File: src/rtl/mac_pkg.sv
package mac_pkg;

  // Command codes on op_sel
  typedef enum logic [3:0] {
    OP_MUL_HH  = 4'd0,
    OP_MUL_LL  = 4'd1,
    OP_MUL_WH  = 4'd2,
    OP_MUL_WL  = 4'd3,
    OP_MAC_HH  = 4'd4,
    OP_MAC_LL  = 4'd5,
    OP_MAC_WH  = 4'd6,
    OP_MAC_WL  = 4'd7,
    OP_RND_W   = 4'd8,
    OP_RND_H   = 4'd9,
    OP_SHIFT   = 4'd10,
    OP_RD_UP   = 4'd11,
    OP_RD_DN   = 4'd12,
    OP_LOAD    = 4'd13,
    OP_RSVD_E  = 4'd14,
    OP_RSVD_F  = 4'd15
  } mac_op_e;

  // Readout flavours
  typedef enum logic [2:0] {
    RK_RND_W = 3'd0,
    RK_RND_H = 3'd1,
    RK_SHIFT = 3'd2,
    RK_UP    = 3'd3,
    RK_DN    = 3'd4
  } rd_kind_e;

  // Accumulator update flavours
  typedef enum logic [1:0] {
    AU_HOLD = 2'd0,
    AU_SET  = 2'd1,
    AU_ADD  = 2'd2,
    AU_LOAD = 2'd3
  } acc_upd_e;

endpackage

File: src/rtl/mac_op_decode.sv
module mac_op_decode
  import mac_pkg::*;
(
  input  logic       op_go,
  input  logic [3:0] op_sel,
  output acc_upd_e   acc_upd,
  output logic [1:0] mul_mode,
  output logic       rd_en,
  output rd_kind_e   rd_kind
);

  assign mul_mode = op_sel[1:0];

  always_comb begin
    acc_upd = AU_HOLD;
    rd_en   = 1'b0;
    rd_kind = RK_DN;
    if (op_go) begin
      unique case (mac_op_e'(op_sel))
        OP_MUL_HH, OP_MUL_LL, OP_MUL_WH, OP_MUL_WL: acc_upd = AU_SET;
        OP_MAC_HH, OP_MAC_LL, OP_MAC_WH, OP_MAC_WL: acc_upd = AU_ADD;
        OP_LOAD:  acc_upd = AU_LOAD;
        OP_RND_W: begin rd_en = 1'b1; rd_kind = RK_RND_W; end
        OP_RND_H: begin rd_en = 1'b1; rd_kind = RK_RND_H; end
        OP_SHIFT: begin rd_en = 1'b1; rd_kind = RK_SHIFT; end
        OP_RD_UP: begin rd_en = 1'b1; rd_kind = RK_UP;    end
        OP_RD_DN: begin rd_en = 1'b1; rd_kind = RK_DN;    end
        default:  acc_upd = AU_HOLD;
      endcase
    end
  end

endmodule

File: src/rtl/mac_prod_align.sv
module mac_prod_align #(
  parameter int OP_W  = 32,
  parameter int ACC_W = 56
) (
  input  logic [OP_W-1:0]  opa_i,
  input  logic [OP_W-1:0]  opb_i,
  input  logic [1:0]       mode_i,
  output logic [ACC_W-1:0] prod_o
);

  localparam int HALF_W = OP_W / 2;
  localparam int NARROW_W = 2 * HALF_W;
  localparam int WIDE_W = OP_W + HALF_W;
  localparam int EXT_W = ACC_W - WIDE_W;

  logic signed [HALF_W-1:0]   a_hi, a_lo, b_hi, b_lo;
  logic signed [OP_W-1:0]     a_full;
  logic signed [NARROW_W-1:0] p_nar;
  logic signed [WIDE_W-1:0]   p_wide;
  logic        [WIDE_W-1:0]   aligned;

  assign a_hi   = opa_i[OP_W-1:HALF_W];
  assign a_lo   = opa_i[HALF_W-1:0];
  assign b_hi   = opb_i[OP_W-1:HALF_W];
  assign b_lo   = opb_i[HALF_W-1:0];
  assign a_full = opa_i;

  // 16x16 product: pick halves of both operands
  assign p_nar  = mode_i[0] ? (a_lo * b_lo) : (a_hi * b_hi);
  // 32x16 product: full A against one half of B
  assign p_wide = a_full * (mode_i[0] ? b_lo : b_hi);

  // Narrow product moves up by half a word; wide product stays put
  assign aligned = mode_i[1] ? p_wide : {p_nar, {HALF_W{1'b0}}};

  assign prod_o = {{EXT_W{aligned[WIDE_W-1]}}, aligned};

endmodule

File: src/rtl/mac_round.sv
module mac_round #(
  parameter int ACC_W   = 56,
  parameter int OP_W    = 32,
  parameter int RND_POS = 15,
  parameter int OUT_LSB = 16,
  parameter int OUT_W   = 32
) (
  input  logic [ACC_W-1:0] acc_i,
  output logic [OP_W-1:0]  res_o
);

  localparam int EXT_W  = ACC_W + 1;
  localparam int OUT_MSB = OUT_LSB + OUT_W - 1;
  localparam int TOP_W  = EXT_W - OUT_MSB;

  logic [EXT_W-1:0] sum;
  logic [TOP_W-1:0] top_bits;
  logic             fits;
  logic [OUT_W-1:0] val;

  assign sum      = {acc_i[ACC_W-1], acc_i} + (EXT_W'(1) << RND_POS);
  assign top_bits = sum[EXT_W-1:OUT_MSB];
  assign fits     = (top_bits == '0) || (top_bits == '1);

  always_comb begin
    if (fits)
      val = sum[OUT_MSB:OUT_LSB];
    else if (sum[EXT_W-1])
      val = {1'b1, {(OUT_W-1){1'b0}}};
    else
      val = {1'b0, {(OUT_W-1){1'b1}}};
  end

  generate
    if (OUT_W == OP_W) begin : g_full
      assign res_o = val;
    end else begin : g_sext
      assign res_o = {{(OP_W-OUT_W){val[OUT_W-1]}}, val};
    end
  endgenerate

endmodule

File: src/rtl/mac_readout.sv
module mac_readout
  import mac_pkg::*;
#(
  parameter int OP_W   = 32,
  parameter int ACC_W  = 56,
  parameter int MAX_SH = 2
) (
  input  logic             clk,
  input  logic             rst,
  input  logic             rd_en,
  input  rd_kind_e         rd_kind,
  input  logic [1:0]       shamt_i,
  input  logic [ACC_W-1:0] acc_i,
  output logic [OP_W-1:0]  res_o,
  output logic             res_vld_o
);

  localparam int HALF_W  = OP_W / 2;
  localparam int WIN_LO  = HALF_W;
  localparam int WIN_HI  = OP_W + HALF_W - 1;
  localparam int UP_W    = ACC_W - OP_W;

  logic [OP_W-1:0]  rnd_w, rnd_h, rd_val;
  logic [1:0]       sh_eff;
  logic [ACC_W-1:0] shifted;

  mac_round #(
    .ACC_W(ACC_W), .OP_W(OP_W),
    .RND_POS(HALF_W - 1), .OUT_LSB(HALF_W), .OUT_W(OP_W)
  ) i_rnd_w (
    .acc_i(acc_i), .res_o(rnd_w)
  );

  mac_round #(
    .ACC_W(ACC_W), .OP_W(OP_W),
    .RND_POS(OP_W - 1), .OUT_LSB(OP_W), .OUT_W(HALF_W)
  ) i_rnd_h (
    .acc_i(acc_i), .res_o(rnd_h)
  );

  assign sh_eff  = (32'(shamt_i) > MAX_SH) ? 2'(MAX_SH) : shamt_i;
  assign shifted = acc_i << sh_eff;

  always_comb begin
    unique case (rd_kind)
      RK_RND_W: rd_val = rnd_w;
      RK_RND_H: rd_val = rnd_h;
      RK_SHIFT: rd_val = shifted[WIN_HI:WIN_LO];
      RK_UP:    rd_val = {{(OP_W-UP_W){acc_i[ACC_W-1]}}, acc_i[ACC_W-1:OP_W]};
      default:  rd_val = acc_i[OP_W-1:0];
    endcase
  end

  always_ff @(posedge clk) begin
    if (rst) begin
      res_o     <= '0;
      res_vld_o <= 1'b0;
    end else begin
      res_vld_o <= rd_en;
      if (rd_en) res_o <= rd_val;
    end
  end

  // a readout command yields a valid result on the next cycle
  p_vld_after_read_r5: assert property (@(posedge clk) disable iff (rst)
    rd_en |=> res_vld_o);

  // no valid result without a readout command in the cycle before
  p_vld_only_read_r5: assert property (@(posedge clk) disable iff (rst)
    !rd_en |=> !res_vld_o);

  // a 16-bit rounded result always lies in the signed 16-bit range
  p_rnd_h_range_r7: assert property (@(posedge clk) disable iff (rst)
    ($past(rd_en) && !$past(rst) && ($past(rd_kind) == RK_RND_H))
      |-> ((res_o[OP_W-1:HALF_W-1] == '0) || (res_o[OP_W-1:HALF_W-1] == '1)));

endmodule

File: src/rtl/mac_unit.sv
module mac_unit
  import mac_pkg::*;
#(
  parameter int OP_W   = 32,
  parameter int ACC_W  = 56,
  parameter int MAX_SH = 2
) (
  input  logic            clk,
  input  logic            rst,
  input  logic            op_go,
  input  logic [3:0]      op_sel,
  input  logic [OP_W-1:0] opa_i,
  input  logic [OP_W-1:0] opb_i,
  input  logic [1:0]      shamt_i,
  output logic [OP_W-1:0] res_o,
  output logic            res_vld_o
);

  localparam int HALF_W = OP_W / 2;
  localparam int LD_EXT = ACC_W - OP_W - HALF_W;

  acc_upd_e         acc_upd;
  logic [1:0]       mul_mode;
  logic             rd_en;
  rd_kind_e         rd_kind;
  logic [ACC_W-1:0] prod;
  logic [ACC_W-1:0] acc_q;
  logic [ACC_W-1:0] load_val;

  mac_op_decode i_dec (
    .op_go(op_go), .op_sel(op_sel),
    .acc_upd(acc_upd), .mul_mode(mul_mode),
    .rd_en(rd_en), .rd_kind(rd_kind)
  );

  mac_prod_align #(.OP_W(OP_W), .ACC_W(ACC_W)) i_prod (
    .opa_i(opa_i), .opb_i(opb_i), .mode_i(mul_mode), .prod_o(prod)
  );

  assign load_val = {{LD_EXT{opa_i[OP_W-1]}}, opa_i, {HALF_W{1'b0}}};

  always_ff @(posedge clk) begin
    if (rst) begin
      acc_q <= '0;
    end else begin
      unique case (acc_upd)
        AU_SET:  acc_q <= prod;
        AU_ADD:  acc_q <= acc_q + prod;
        AU_LOAD: acc_q <= load_val;
        default: acc_q <= acc_q;
      endcase
    end
  end

  mac_readout #(.OP_W(OP_W), .ACC_W(ACC_W), .MAX_SH(MAX_SH)) i_rd (
    .clk(clk), .rst(rst), .rd_en(rd_en), .rd_kind(rd_kind),
    .shamt_i(shamt_i), .acc_i(acc_q),
    .res_o(res_o), .res_vld_o(res_vld_o)
  );

  // reset leaves the accumulator cleared and no result pending
  p_reset_clear_r1: assert property (@(posedge clk)
    rst |=> (acc_q == '0) && !res_vld_o);

  // idle cycles keep the accumulator
  p_idle_hold_r11: assert property (@(posedge clk) disable iff (rst)
    !op_go |=> $stable(acc_q));

  // readout and reserved codes keep the accumulator
  p_read_hold_r11: assert property (@(posedge clk) disable iff (rst)
    (op_go && op_sel[3] && (op_sel != 4'd13)) |=> $stable(acc_q));

  // a load leaves the low half-word of the accumulator cleared
  p_load_low_r10: assert property (@(posedge clk) disable iff (rst)
    (op_go && (op_sel == 4'd13)) |=> (acc_q[HALF_W-1:0] == '0));

endmodule

File: config.mk
export PLATFORM = sky130hd
export DESIGN_NAME = mac_unit
export DESIGN_NICKNAME = d
export VERILOG_FILES = /design/src/rtl/mac_pkg.sv /design/src/rtl/mac_op_decode.sv /design/src/rtl/mac_prod_align.sv /design/src/rtl/mac_round.sv /design/src/rtl/mac_readout.sv /design/src/rtl/mac_unit.sv
export SDC_FILE = /design/constraint.sdc
export NUM_CORES = 2
export LEC_CHECK = 0
export BUFFER_PORTS_ARGS = -buffer_cell sky130_fd_sc_hd__buf_2
export CORE_ASPECT_RATIO = 0.6
export CORE_MARGIN = 3
export CORE_UTILIZATION = 66
export CTS_CLUSTER_DIAMETER = 200
export CTS_CLUSTER_SIZE = 14
export DETAILED_ROUTE_END_ITERATION = 10
export HOLD_SLACK_MARGIN = 0.08
export PLACE_DENSITY_LB_ADDON = 0.08
export SETUP_SLACK_MARGIN = 0.02
export SYNTH_ARGS = -nofsm -noshare
export SYNTH_HDL_FRONTEND = slang
export SYNTH_SLANG_ARGS = --single-unit
File: constraint.sdc
create_clock -name clk -period 23.1 [get_ports clk]
set_input_delay 1.155 -clock clk [delete_from_list [all_inputs] [get_ports clk]]
set_output_delay 1.155 -clock clk [all_outputs]
set_load 0.03 [all_outputs]
==> out/qor.tcl <==
set qor(area_of_the_die_mm2) 0.0807
set qor(maxSlewViolCount) 0
set qor(finalCoreUtilization_pct) 68.9
set qor(synth.most_common_cell) {sky130_fd_sc_hd__inv_1}
set qor(synthesis.nets) 7462
set qor(layout_worst_path_cycle_share_pct) 55.9
set qor(hold_buf_count_cts) 0
set qor(critical_path.reg2reg.startpoint) {acc_q[31]}
set qor(hold_viol) 0
set qor(reg2reg_slack_ns) 17.45
set qor(initial_utilization_pct) 67.1
set qor(critical_path.startpoint_type) {input pin}
set qor(number_of_unique_standard_cell_types_used_by_synthesis) 88
set qor(floorplan.io_pins) 106
set qor(element_type_at_the_critical_path_end) {flop}
set qor(yosys_register_bits) 89
set qor(design.final.nets) 7321
set qor(route.detailed.drc) 0
set qor(synthDominantAreaCellType) {sky130_fd_sc_hd__fa_1}
set qor(globalRoute.totalOverflow) 0
set qor(antenna_violations_before_repair) 7
set qor(worst_path_max_delay_cell) {sky130_fd_sc_hd__fa_1}
set qor(route.vias.total) 41700
set qor(clock_skew_ns) 0.0105
set qor(cts-root-to-sink-buffers) 2
set qor(wl_per_cell_um) 24.2
set qor(gpl.final_weighted_congestion) 0.992
set qor(timing.max_slew.rel_slack_pct) 20.6
set qor(htree_levels) 3
set qor(cp_slowest_stage_delay_ns) 1.02
set qor(yosysWarnings) 0
set qor(port-buffer-count) 105
set qor(crit_path_time_final_ns) 12.92
set qor(via_per_inst) 6.17
set qor(max_freq_ghz) 0.0774
set qor(cp_max_fo) 53
set qor(yosysTopAreaCellShare_pct) 44.4
set qor(cap_violations) 0
set qor(worst_hold_path.endpoint) {i_rd.res_o[31]}
set qor(seq_area_frac_synth_pct) 3.49
set qor(chipHeight_um) 221
set qor(drive_gt1_share_pct) 4.63
set qor(synth_top_cells_by_count) {1173 x sky130_fd_sc_hd__inv_1, 1132 x sky130_fd_sc_hd__fa_1, 732 x sky130_fd_sc_hd__nand2_1}
set qor(rsz_0062_raised_after_global_routing) {false}
set qor(hold_path.startpoint) {i_rd.res_o[31]}
set qor(syn-mean-instance-area_um2) 8.67
set qor(cts_made_buffers) 9
set qor(drt_first_iter_violations) 4872
set qor(fp.coreArea_mm2) 0.0760
set qor(grt_pass1_vias) 41700
set qor(worst-r2r-cell-count) 13
set qor(critPathKind) {input pin to flop}
set qor(clock-sinks) 89
set qor(status) {completed}
set qor(total_standard_cell_area_after_synthesis_mm2) 0.0510
set qor(cts_tree) {built}
set qor(worstReg2RegEnd) {i_rd.res_o[16]}
set qor(worstPathRequired_ns) 23.39
set qor(maximum_number_of_pins_on_one_net_before_global_route_repair) 66
set qor(netlist_top_cells_area) {sky130_fd_sc_hd__fa_1 44%, sky130_fd_sc_hd__ha_1 9.2%, sky130_fd_sc_hd__inv_1 8.6%}
set qor(synth_async_sr_flop_share_pct) 0
set qor(cts.root.buffer_cell) {sky130_fd_sc_hd__clkbuf_16}
set qor(track_usage_pct) 41.4
set qor(floorplan.die.width_um) 365
set qor(detail-route-antenna-nets) 0
set qor(setup_viol_count_final) 0
set qor(grt_first_pass_wirelength_um) 254000
set qor(cts_setup_buffers) 0
set qor(synth_flop_cell) {sky130_fd_sc_hd__dfxtp_1}
set qor(critPathLaunch) {op_sel[0]}
set qor(synth_enable_flop_cells) 0
set qor(drt_pass1_iterations) 7
set qor(critical_path_arrival_ns) 13.21
set qor(totalNegativeSetupSlack_ns) 0
set qor(worst_pin_slew_ns) 1.19
set qor(crit_path_frequent_cell) {sky130_fd_sc_hd__fa_1}
set qor(drt-total-wl_um) 163000
set qor(floorplan.rows) 78
set qor(clock_latency_ns) 0.37
set qor(syn_to_final_growth_pct) 2.72
set qor(synth_cells) 5883
set qor(depth_of_the_worst_hold_timing_path) 2
set qor(postCtsResizedCells) 0
set qor(worst_setup_hold_path_clk_slew_ns) 0.07
set qor(holdCritPathClass) {flop to flop}
set qor(dp.final_hpwl_um) 126000
==> cells by family (layout without fill, tap and decap cells) <==
family                   Yosys count  count (layout)  share of synthesized area [%]
AND/OR/NAND/NOR                 1689            1689                           16.3
buffers and inverters           1509            1373                           11.2
adder cells (fa/ha/maj)         1506            1506                           53.6
AO/OA/AOI/OAI                    803             803                           10.3
XOR/XNOR                         214             214                           3.68
flip-flops                        89              89                           3.49
multiplexers                      73              73                           1.47
other                              0               3                              0
==> how the worst max path moves through the flow <==
stage                     end  slack, ns  cells past startpoint
finish              acc_q[55]      10.18                     39
global route        acc_q[55]       9.59                     39
CTS                 acc_q[55]      10.43                     39
detailed placement  acc_q[55]      10.06                     39
global placement    acc_q[55]      10.22                     37
floorplan           acc_q[55]      11.23                     44
==> routing by layer <==
| metal | wire, µm | GRT usage [%] | part of all wire, % | vias up |
|---|---|---|---|---|
| met3 | 25300 | 16.0 | 16 | 299 |
| met4 | 4320 | 8.75 | 2.6 | 10 |
| met2 | 62900 | 54.5 | 39 | 2852 |
| li1 | - | - | - | 17900 |
| met1 | 70300 | 64.1 | 43 | 20600 |
| met5 | 154 | 1.07 | 0.094 | - |
==> placed cells by master (no fill, tap or decap), types with 89 or more instances in the layout <==
| cell type | Yosys | routed |
|---|---|---|
| sky130_fd_sc_hd__a21oi_1 | 219 | 219 |
| sky130_fd_sc_hd__ha_1 | 374 | 374 |
| sky130_fd_sc_hd__buf_2 | 19 | 104 |
| sky130_fd_sc_hd__fa_1 | 1132 | 1132 |
| sky130_fd_sc_hd__inv_1 | 1173 | 1173 |
| sky130_fd_sc_hd__nor2_1 | 158 | 157 |
| sky130_fd_sc_hd__dfxtp_1 | 89 | 89 |
| sky130_fd_sc_hd__and2_1 | 507 | 506 |
| sky130_fd_sc_hd__o21ai_0 | 201 | 200 |
| sky130_fd_sc_hd__xnor2_1 | 144 | 144 |
| sky130_fd_sc_hd__nand2_1 | 732 | 732 |
==> registers in the layout, indices dropped and copies added, names as in the netlist <==
name / cells
acc_q: 56
i_rd.res_o: 32
i_rd.res_vld_o: 1
==> critical path: cells and delay by family <==
family                   cells  cell delay (ns)
AO/OA/AOI/OAI               17             4.07
XOR/XNOR                     2             0.28
adder cells (fa/ha/maj)     10             5.31
buffers and inverters        4             1.07
AND/OR/NAND/NOR              6             1.21
==> area by class of cell <==
type | count | area (µm²)
Clock buffer | 9 | 225
Multi-Input combinational cell | 4285 | 43500
Sequential cell | 89 | 1780
Clock inverter | 7 | 52.6
Fill cell | 6235 | 23700
Inverter | 1174 | 4410
Timing Repair Buffer | 183 | 1110
Antenna cell | 3 | 7.51
Tap cell | 1000 | 1250
==> stage by stage <==
| step | hold slack (ns) | std cells | instance area, µm² | worst slack, ns |
|---|---|---|---|---|
| floorplan | 0.477 | 5883 | 51000 | 11.23 |
| global placement | 0.464 | 6731 | 52100 | 10.22 |
| detailed placement | 0.479 | 6731 | 52100 | 10.06 |
| finish | 0.488 | 6750 | 52400 | 10.18 |
| CTS | 0.496 | 6747 | 52400 | 10.43 |
| global route | 0.517 | 6747 | 52400 | 9.59 |
Power is left out: the tool's default activity adds up to more than one toggle a clock period on the data nets, which glitch-free logic cannot reach.
